[config.mk]
export PLATFORM = sky130hd
export DESIGN_NAME = loca_rdi_soak
export DESIGN_NICKNAME = d
export VERILOG_FILES = /design/src/rtl/loca_soak_pkg.sv /design/src/rtl/loca_soak_reg.sv /design/src/rtl/loca_soak_cnt.sv /design/src/rtl/loca_rdi_gate.sv /design/src/rtl/loca_rdi_soak.sv
export SDC_FILE = /design/constraint.sdc
export NUM_CORES = 1
export LEC_CHECK = 0
export ABC_AREA = 1
export CORE_MARGIN = 2
export CORE_UTILIZATION = 37
export CTS_BUF_LIST = sky130_fd_sc_hd__clkbuf_16
export CTS_CLUSTER_SIZE = 8
export DETAILED_ROUTE_END_ITERATION = 6
export DONT_BUFFER_PORTS = 1
export GPL_TIMING_DRIVEN = 0
export MAX_ROUTING_LAYER = met4
export SLEW_MARGIN = 25
export SYNTH_ARGS = -nofsm -noshare
export SYNTH_HDL_FRONTEND = slang
export SYNTH_SLANG_ARGS = --single-unit
[constraint.sdc]
create_clock -name clk -period 1.6 [get_ports clk]
set_input_delay 0.16 -clock clk [delete_from_list [all_inputs] [get_ports clk]]
set_output_delay 0.16 -clock clk [all_outputs]
set_load 0.01 [all_outputs]
[src/rtl/loca_soak_pkg.sv]
package loca_soak_pkg;
  localparam int unsigned DEF_SOAK_W     = 8;
  localparam int unsigned DEF_SOAK_RESET = 32;
  // G1 bit 5 (bit 1 is the MSB) is bit [3] of the byte
  localparam int unsigned G1_RDI_POS     = 3;

  typedef enum logic [1:0] {
    SOAK_IDLE   = 2'd0,
    SOAK_RUN    = 2'd1,
    SOAK_EXPIRE = 2'd2
  } soak_phase_e;
endpackage

[src/rtl/loca_soak_reg.sv]
module loca_soak_reg #(
  parameter int unsigned SOAK_W     = 8,
  parameter int unsigned SOAK_RESET = 32
) (
  input  logic              clk,
  input  logic              rst_n,
  input  logic              wr_en,
  input  logic [SOAK_W-1:0] wr_data,
  output logic [SOAK_W-1:0] soak_q
);
  localparam logic [SOAK_W-1:0] RST_VAL = SOAK_W'(SOAK_RESET);

  logic [SOAK_W-1:0] soak_d;

  always_comb begin
    soak_d = soak_q;
    if (wr_en) soak_d = wr_data;
  end

  always_ff @(posedge clk or negedge rst_n) begin
    if (!rst_n) soak_q <= RST_VAL;
    else        soak_q <= soak_d;
  end
endmodule

[src/rtl/loca_soak_cnt.sv]
module loca_soak_cnt
  import loca_soak_pkg::*;
#(
  parameter int unsigned SOAK_W = 8
) (
  input  logic              clk,
  input  logic              rst_n,
  input  logic              tick,
  input  logic              cond,
  input  logic [SOAK_W-1:0] soak_lim,
  output logic              expired
);
  soak_phase_e       phase_q, phase_d;
  logic [SOAK_W-1:0] cnt_q, cnt_d;
  logic              cnt_en;

  // The count saturates at the limit, so it cannot wrap.
  always_comb begin
    phase_d = phase_q;
    cnt_d   = cnt_q;
    if (tick) begin
      if (!cond) begin
        phase_d = SOAK_IDLE;
        cnt_d   = '0;
      end else if (phase_q == SOAK_EXPIRE) begin
        phase_d = SOAK_EXPIRE;
      end else if (cnt_q >= soak_lim) begin
        phase_d = SOAK_EXPIRE;
      end else begin
        phase_d = SOAK_RUN;
        cnt_d   = cnt_q + 1'b1;
      end
    end
  end

  assign cnt_en = tick;

  always_ff @(posedge clk or negedge rst_n) begin
    if (!rst_n) begin
      phase_q <= SOAK_IDLE;
      cnt_q   <= '0;
    end else if (cnt_en) begin
      phase_q <= phase_d;
      cnt_q   <= cnt_d;
    end
  end

  assign expired = (phase_q == SOAK_EXPIRE);
endmodule

[src/rtl/loca_rdi_gate.sv]
module loca_rdi_gate
  import loca_soak_pkg::*;
#(
  parameter int unsigned RDI_POS = G1_RDI_POS
) (
  input  logic       expired,
  input  logic       enable,
  output logic       req,
  output logic [7:0] g1_mask
);
  always_comb begin
    req     = expired & enable;
    g1_mask = '0;
    g1_mask[RDI_POS] = req;
  end
endmodule

[src/rtl/loca_rdi_soak.sv]
module loca_rdi_soak
  import loca_soak_pkg::*;
#(
  parameter int unsigned SOAK_W     = DEF_SOAK_W,
  parameter int unsigned SOAK_RESET = DEF_SOAK_RESET
) (
  input  logic              clk,
  input  logic              rst_n,
  input  logic              frame_tick,
  input  logic              loca_in,
  input  logic              rdi_auto_en,
  input  logic              host_wr,
  input  logic [SOAK_W-1:0] host_wdata,
  output logic [SOAK_W-1:0] host_rdata,
  output logic              rdi_req,
  output logic [7:0]        g1_rdi
);
  logic [SOAK_W-1:0] soak_val;
  logic              soak_done;

  loca_soak_reg #(.SOAK_W(SOAK_W), .SOAK_RESET(SOAK_RESET)) u_reg (
    .clk     (clk),
    .rst_n   (rst_n),
    .wr_en   (host_wr),
    .wr_data (host_wdata),
    .soak_q  (soak_val)
  );

  loca_soak_cnt #(.SOAK_W(SOAK_W)) u_cnt (
    .clk      (clk),
    .rst_n    (rst_n),
    .tick     (frame_tick),
    .cond     (loca_in),
    .soak_lim (soak_val),
    .expired  (soak_done)
  );

  loca_rdi_gate #(.RDI_POS(G1_RDI_POS)) u_gate (
    .expired (soak_done),
    .enable  (rdi_auto_en),
    .req     (rdi_req),
    .g1_mask (g1_rdi)
  );

  assign host_rdata = soak_val;
endmodule

# Word-level counts from Yosys, hierarchy flattened
# Cells that the tools add are included.
# classes
add_sub_neg	1
magnitude_cmp	1
eq_ne	3
muxes	6
bitwise	1
reduce_logical	1
# ops
operator	n
$mux W8	3
$add A8 B1 Y8 const B	1
$ge A8 B8 Y1	1
$mux W2	3
$ne A2 B2 Y1 const B	2
$reduce_and A3 Y1	1
$eq A2 B2 Y1 const B	1
$and A1 B1 Y1	1
# totals
reg_bits	18
word_cells	16

# Longest topological paths before layout
# Gate-level depths: netlist of the first run.
# logic_depth
depth_word	4
mapped_depth	14
mapped_depth_nobuf	14

# Hierarchy
# Synthesis of the first run repeated with hierarchy kept, for this count alone.
# hier_totals
hier_cells	148
area_unflattened_um2	1147.4
# by_module_without_submodules
mod	instances	cells_per_inst	area_each_um2
loca_soak_cnt	1	103	769.5
loca_soak_reg	1	34	306.5
loca_rdi_gate	1	11	71.3

# Worst setup path after synthesis of the first run
# Ideal clock, no wire load.
# synth_timing
path_type	register -> register
startpoint	reg u_reg.soak_q[5]
endpoint	reg u_cnt.cnt_q[2]
setup_ns	0.117
arrival_ns	1.484
path_slack_ns	-0.001
path_stages_with_launch	11
n_path_buf	0
period_less_slack_ns	1.601
cell_sequence	dfstp_2 > inv_1 > ha_1 > a21oi_1 > nor2_1 > nor2_1 > nand2_2 > nand2_4 > nand2_4 > nand2_1 > nand2_1
# synth_via
elab_chain_len	3
# synth_rtl
element	line_no	text
start: declaration	loca_soak_reg.sv:9	output logic [SOAK_W-1:0] soak_q
start signal: assignment	loca_soak_reg.sv:22	else soak_q <= soak_d;
$ge A8 B8 Y1	loca_soak_cnt.sv:27	end else if (cnt_q >= soak_lim) begin
$ne A2 B2 Y1 (no source line)	-	
$reduce_and A3 Y1 (no source line)	-	
end signal: assignment	loca_soak_cnt.sv:44	cnt_q <= cnt_d;
end: declaration	loca_soak_cnt.sv:14	logic [SOAK_W-1:0] cnt_q, cnt_d;
# No other way between the ends.
# A chain may end at the register's enable or synchronous reset.

# Final worst setup path of the first run
# layout_timing
startpoint	reg u_reg.soak_q[5]
endpoint	reg u_cnt.cnt_q[1]
# Same word-level chain as after synthesis.

==> results.cfg, run 1 <==
[run_status]
status = finished, violations left
violations = setup timing

[timing]
timing.fmax_ghz = 0.6135
worstMarginPinSlew_ns = 0.8158
finalMaxSlewViolations = 0
period_share = 1.019
rsz0062_at_grt = true
setup_viol = 8
fin_ws_ns = -0.03002
whs_ns = 0.01418
skew_ns = 0.001797
hold_viol_final = 0
period_minus_slack_ns = 1.630
relSlewSlack = 0.4543

[floorplan]
pin_count = 31
die_area_sq_mm = 0.003537
fp.dieW_um = 59.48
die_h_um = 59.48
core-area_sq_mm = 0.002978
start_util = 0.3824
rows = 20

[global_routing]
grt_overflow = 0
grt_pass1_vias = 884
grt_most_used_layer = met2
grt_max_degree = 19
grt_use_met2 = 0.2606
grtUsageMet1 = 0.1601
gr-usage-all-layers = 0.1514
grt_pass1_wl_mm = 3.815
grt_antenna_before_repair = 0
met3_usage = 0.02838

[detailed_routing]
drtAntennaViolNets = 0
route.vias.total = 872
drt-total-wl_mm = 2.149
viasPerCell = 4.589
drt-initial-drc-count = 15
drc_errors = 0
drt_pass1_iterations = 4
routedWlPerCell_um = 11.31

[logic_synthesis]
synth_mux_area_frac = 0.009890
synth_compound_area_frac = 0.06703
syn-cell-area_sq_mm = 0.001139
synth_top_family_by_area = simple AND/OR/NAND/NOR gates
ys_seq_elements = 18
synthCells = 146
avgSynthCellArea_sq_um = 7.799
synth.distinct_cells = 24
seq_area_frac_synth = 0.3967
synth_fa_ha_area_frac = 0.09890
synth-simple-area-share = 0.2879
synth_xor_area_frac = 0.007692
ys_warn_count = 0

[clock_network]
path_clk_slew_ns = 0.05
clk_latency_ns = 0.25
cts_num_sinks = 18
cts_tree = built
cts_buffers = 3
post-cts-setup-buffers = 0
clock_tree.buffer_depth = 2
htreeDepth = 1
cts-root-buf = clkbuf_16

[power_and_ir_drop]
power.share.combinational = 0.173
clkPwrFrac = 0.398
irDropWorstVdd_mv = 0.8464
switching_power_mw = 0.3458
power_density_mw_per_mm2 = 955.0
power_leakage_nw = 0.7164
switching_share = 0.2740
p_int_mw = 0.9160
seq_power_share = 0.429
power_mw = 1.262

[placement]
gp_congestion = 0.8313
io_buffers = 0
dp_hpwl_mm = 1.670

[layout]
drive_gt1_frac = 0.1847
final_util = 0.4437
antenna_cells = 0
syn_to_final_growth_pct = 16.04
num-nets-final = 181
fill_cells = 298

[critical_path]
r2r_setup_slack_ns = -0.03
worstPathArrival_ns = 1.77
critical_path_peak_fanout = 8
path_class = flop to flop
end_kind = flop
start_kind = flop
critPathRequiredTime_ns = 1.74

[min_path]
hold_path.class = primary input to flop

[job]
cap_violations = 0
[power by group through the flow]
stage	logic [mW]	clock network [mW]	registers (mW)
global route	0.255	0.534	0.549
global placement	0.192	0	0.549
detailed placement	0.201	0	0.550
finish	0.218	0.502	0.541
CTS	0.216	0.514	0.542
floorplan	0.168	0	0.542
[critical path: stages, from the launching register on]
cell and delay, ns:
dfstp_2 0.56, inv_2 0.06, ha_4 0.21, a21oi_2 0.10, nor2_1 0.05, nor2_1 0.10, nand2_2 0.10, nand2_4 0.13
nand2_8 0.08, nand2_1 0.07, nand2_1 0.05
[layout by cell type (no fill, tap or decap), drive strengths merged]
master and n:
o21ai 9, nor2 11, buf 9, mux2 1
inv 20, nand3 7, dlygate4sd3 1, ha 9
o22ai 1, conb 7, nand3b 1, dfrtp 17
a21oi 5, nand2 48, xor2 1, nor3 4
clkbuf 4, clkinv 1, dfstp 1
[final timing paths]
check                                       startpoint                      endpoint  cells past startpoint
max                        u_reg.soak_q[5]$_DFFE_PN1P_    u_cnt.cnt_q[1]$_DFFE_PN0P_                     10
max reg2reg                u_reg.soak_q[5]$_DFFE_PN1P_    u_cnt.cnt_q[1]$_DFFE_PN0P_                     10
min                                            host_wr   u_reg.soak_q[2]$_DFFE_PN0P_                      1
max in group asynchronous                        rst_n  u_cnt.phase_q[1]$_DFFE_PN0P_                      1
min in group asynchronous                        rst_n   u_reg.soak_q[1]$_DFFE_PN0P_                      1
min reg2reg                u_reg.soak_q[5]$_DFFE_PN1P_   u_reg.soak_q[5]$_DFFE_PN1P_                      2
[through the flow]
| step | cell area [sq um] | setup slack [ns] | TNS (ns) | cells |
|---|---|---|---|---|
| finish | 1321 | -0.03002 | -0.2014 | 190 |
| global placement | 1215 | -0.06761 | -0.5152 | 185 |
| global route | 1321 | -0.1595 | -1.251 | 190 |
| floorplan | 1174 | 0.04566 | 0 | 152 |
| CTS | 1308 | -0.03438 | -0.2321 | 190 |
| detailed placement | 1215 | -0.08812 | -0.6571 | 185 |
[flip-flops by register name, indices dropped and copies added (netlist names)]
register       cells
u_cnt.cnt_q        8
u_reg.soak_q       8
u_cnt.phase_q      2
[synth_stat cells]
library cell  count  share of area
nand2_1          45           0.15
inv_1            18          0.059
dfrtp_1          17           0.37
buf_4             9          0.059
ha_1              9          0.099
nor2_1            9          0.030
o21ai_0           9          0.040
nand3_1           6          0.026
a21oi_1           5          0.022
inv_2             2         0.0066
nand2_4           2          0.020
nor2_2            2          0.011
nor3_1            2         0.0088
clkbuf_1          1         0.0033
conb_1            1         0.0033
dfstp_2           1          0.023
mux2_2            1         0.0099
nand2_2           1         0.0055
nand3_2           1         0.0088
nand3b_1          1         0.0066
nor3_2            1         0.0088
nor3_4            1          0.014
o22ai_1           1         0.0055
xor2_1            1         0.0077
[layout make-up]
type	count	area (sq um)	share of cell area
sequential	18	451.7	0.3419
tap	33	41.29	0.03125
buffer	10	71.32	0.05398
inverter	20	75.07	0.05682
timing repair buffer	1	10.01	0.007576
clock buffer	3	75.07	0.05682
multi-input combinational	104	593.1	0.4489
clock inverter	1	3.754	0.002841
[layer usage]
| metal | share of wire | vias to the layer above |
|---|---|---|
| met5 | 0 | - |
| met4 | 0.027 | 0 |
| met3 | 0.026 | 4 |
| met2 | 0.50 | 11 |
| met1 | 0.45 | 394 |
| li1 | - | 463 |
[cells by family (layout without fill, tap and decap cells)]
family	Yosys count	after routing
and+or+nand+nor	71	71
buffers and inverters	30	35
DFF	18	18
AOI/OAI and AO/OA	15	15
adders and majority gates	9	9
other	1	7
xor gates and xnor gates	1	1
muxes	1	1
[timing repair]
action | in CTS | in global routing
setup endpoints to repair | 8 | 9
hold endpoints to repair | 18 | 0
pin swaps | 5 | 0
hold buffers | 1 | 0
gates resized for setup | 1 | 3
(Power assumes the default switching activity.)
==> run 2: changes to the inputs <==
--- a/config.mk
+++ b/config.mk
@@ -12,7 +12,6 @@
 export CTS_CLUSTER_SIZE = 8
 export DETAILED_ROUTE_END_ITERATION = 6
 export DONT_BUFFER_PORTS = 1
-export GPL_TIMING_DRIVEN = 0
 export MAX_ROUTING_LAYER = met4
 export SLEW_MARGIN = 25
 export SYNTH_ARGS = -nofsm -noshare
==> run 2 against run 1 <==
Net effect: the run now ends clean; total power is 2.1% higher; clock power is 0.8% lower; fmax is 2.7% higher; clock-buffer cell count stayed put; critical path type unchanged; critical endpoint unchanged.
==> results.cfg, run 2 (synthesized netlist as in run 1, its figures left out) <==
[placement]
io_buffers = 0
pre_cts_ws_ns = -0.02016
dp.cells = 188
gp_congestion = 0.8351
dp_hpwl_mm = 1.756
placed_area_sq_mm = 0.001241

[timing]
hold_viol_final = 0
fin_ws_ns = 0.01232
timing.fmax_ghz = 0.6298
finalMaxSlewViolations = 0
worstMarginPinSlew_ns = 0.8137
relSlewSlack = 0.4557
rsz0062_at_grt = true
period_minus_slack_ns = 1.588
setup_viol = 0
skew_ns = 0.002610
period_share = 0.9923

[global_routing]
grt_overflow = 0
gr-usage-all-layers = 0.1526
grt_antenna_before_repair = 0
grt_pass1_vias = 852
grt_max_degree = 19
grt_pass1_wl_mm = 3.864

[clock_network]
cts-root-buf = clkbuf_16
htreeDepth = 1
cts_tree = built
cts_num_sinks = 18
clk_latency_ns = 0.25
path_clk_slew_ns = 0.05
cts_buffers = 3
clock_tree.buffer_depth = 2

[detailed_routing]
drc_errors = 0
drtAntennaViolNets = 0
viasPerCell = 4.653
routedWlPerCell_um = 11.87
route.vias.total = 912
drt_pass1_iterations = 4
drt-initial-drc-count = 17
drt-total-wl_mm = 2.326

[power_and_ir_drop]
power.share.combinational = 0.204
power_density_mw_per_mm2 = 921.8
switching_share = 0.2692
switching_power_mw = 0.3468
power_leakage_nw = 0.7474
seq_power_share = 0.409
clkPwrFrac = 0.386
irDropWorstVdd_mv = 0.6702
p_int_mw = 0.9415

[run_status]
status = finished clean

[layout]
syn_to_final_growth_pct = 22.75
final_common_cell = nand2_1
antenna_cells = 0
final_cell_mix = 40 x nand2_1, 17 x dfrtp_1, 16 x inv_1, 14 x buf_4, 9 x o21ai_0
drive_gt1_frac = 0.2454
final_area_sq_mm = 0.001398
largestRegisters = u_cnt.cnt_q (8), u_reg.soak_q (8), u_cnt.phase_q (2)
final_util = 0.4693
stdcell_count = 196
num-nets-final = 187

[floorplan]
die_h_um = 59.48
pin_count = 31
fp.dieW_um = 59.48
die_area_sq_mm = 0.003537
core-area_sq_mm = 0.002978
start_util = 0.3824
rows = 20

[critical_path]
reg2reg_depth = 10
start_kind = flop
startpoint = u_reg.soak_q[5]$_DFFE_PN1P_
reg2reg_from = u_reg.soak_q[5]$_DFFE_PN1P_
rr_endpoint = u_cnt.cnt_q[1]$_DFFE_PN0P_
cp-endpoint = u_cnt.cnt_q[1]$_DFFE_PN0P_
worstPathArrival_ns = 1.73
path_class = flop to flop
critical_path_peak_fanout = 8
end_kind = flop
critPathRequiredTime_ns = 1.74
r2r_setup_slack_ns = 0.01

[min_path]
hold_path.class = primary input to flop

[job]
cap_violations = 0
[run 2: cell count changes in the layout (fill, tap and decap cells not counted), sizes merged]
cell	delta
buf	+5
dlygate4sd3	+2
clkbuf	-1
[run 2: timing repair]
item,CTS,global route
setup endpoints to repair,8,8
pin swaps,3,3
setup buffers,0,1
gates resized for setup,2,8
hold buffers,3,0
endpoints found under the hold margin,20,0
[run 2: per-stage QoR]
step	setup TNS (ns)	hold WS, ns	power (mW)
after global placement	0	-0.1353	0.7534
final	0	0.006086	1.288
after detailed placement	-0.07216	-0.1353	0.7620
after global routing	-0.6982	0.01063	1.359
after floorplan	0	-0.1356	0.7098
after CTS	0	0.001881	1.282
[run 2: final cells by class]
cell class,count,area (sq um)
Timing Repair Buffer,17,135.1
Multi-Input combinational cell,104,615.6
Clock buffer,3,75.07
Sequential cell,18,451.7
Fill cell,301,1580
Tap cell,33,41.29
Inverter,20,75.07
Clock inverter,1,3.754
[run 2: power by group through the flow]
stage,registers [mW],logic (mW),clock network [mW]
after floorplan,0.542,0.168,0
after global routing,0.533,0.306,0.520
after global placement,0.532,0.222,0
after detailed placement,0.534,0.228,0
final,0.528,0.263,0.498
after CTS,0.526,0.247,0.509
[run 2: worst min-delay path by stage]
| stage | startpoint | to | slack (ns) | cells after the start |
|---|---|---|---|---|
| 6_report | frame_tick | u_cnt.phase_q[0]$_DFFE_PN0P_ | 0.006 | 1 |
| 5_1_grt | frame_tick | u_cnt.phase_q[0]$_DFFE_PN0P_ | 0.01 | 1 |
| 4_1_cts | frame_tick | u_cnt.phase_q[0]$_DFFE_PN0P_ | 0.002 | 1 |
| 3_5_place_dp | rst_n | u_reg.soak_q[2]$_DFFE_PN0P_ | -0.14 | 0 |
| 3_3_place_gp | rst_n | u_reg.soak_q[1]$_DFFE_PN0P_ | -0.14 | 0 |
| 2_1_floorplan | rst_n | u_cnt.cnt_q[0]$_DFFE_PN0P_ | -0.14 | 0 |
[run 2: worst max-delay path, stage by stage, from the launching register on]
cell,delay [ns]
dfstp_2,0.53
inv_2,0.05
ha_4,0.21
a21oi_2,0.12
nor2_1,0.04
nor2_1,0.10
nand2_2,0.09
nand2_4,0.14
nand2_8,0.08
nand2_1,0.06
nand2_1,0.05
[run 2: routing by layer]
| metal | up-vias | part of all wire | track usage |
|---|---|---|---|
| met5 | - | 0 | - |
| met4 | 0 | 0.022 | 0.06818 |
| met3 | 4 | 0.022 | 0.02620 |
| met2 | 12 | 0.54 | 0.2637 |
| met1 | 417 | 0.42 | 0.1703 |
| li1 | 479 | - | - |
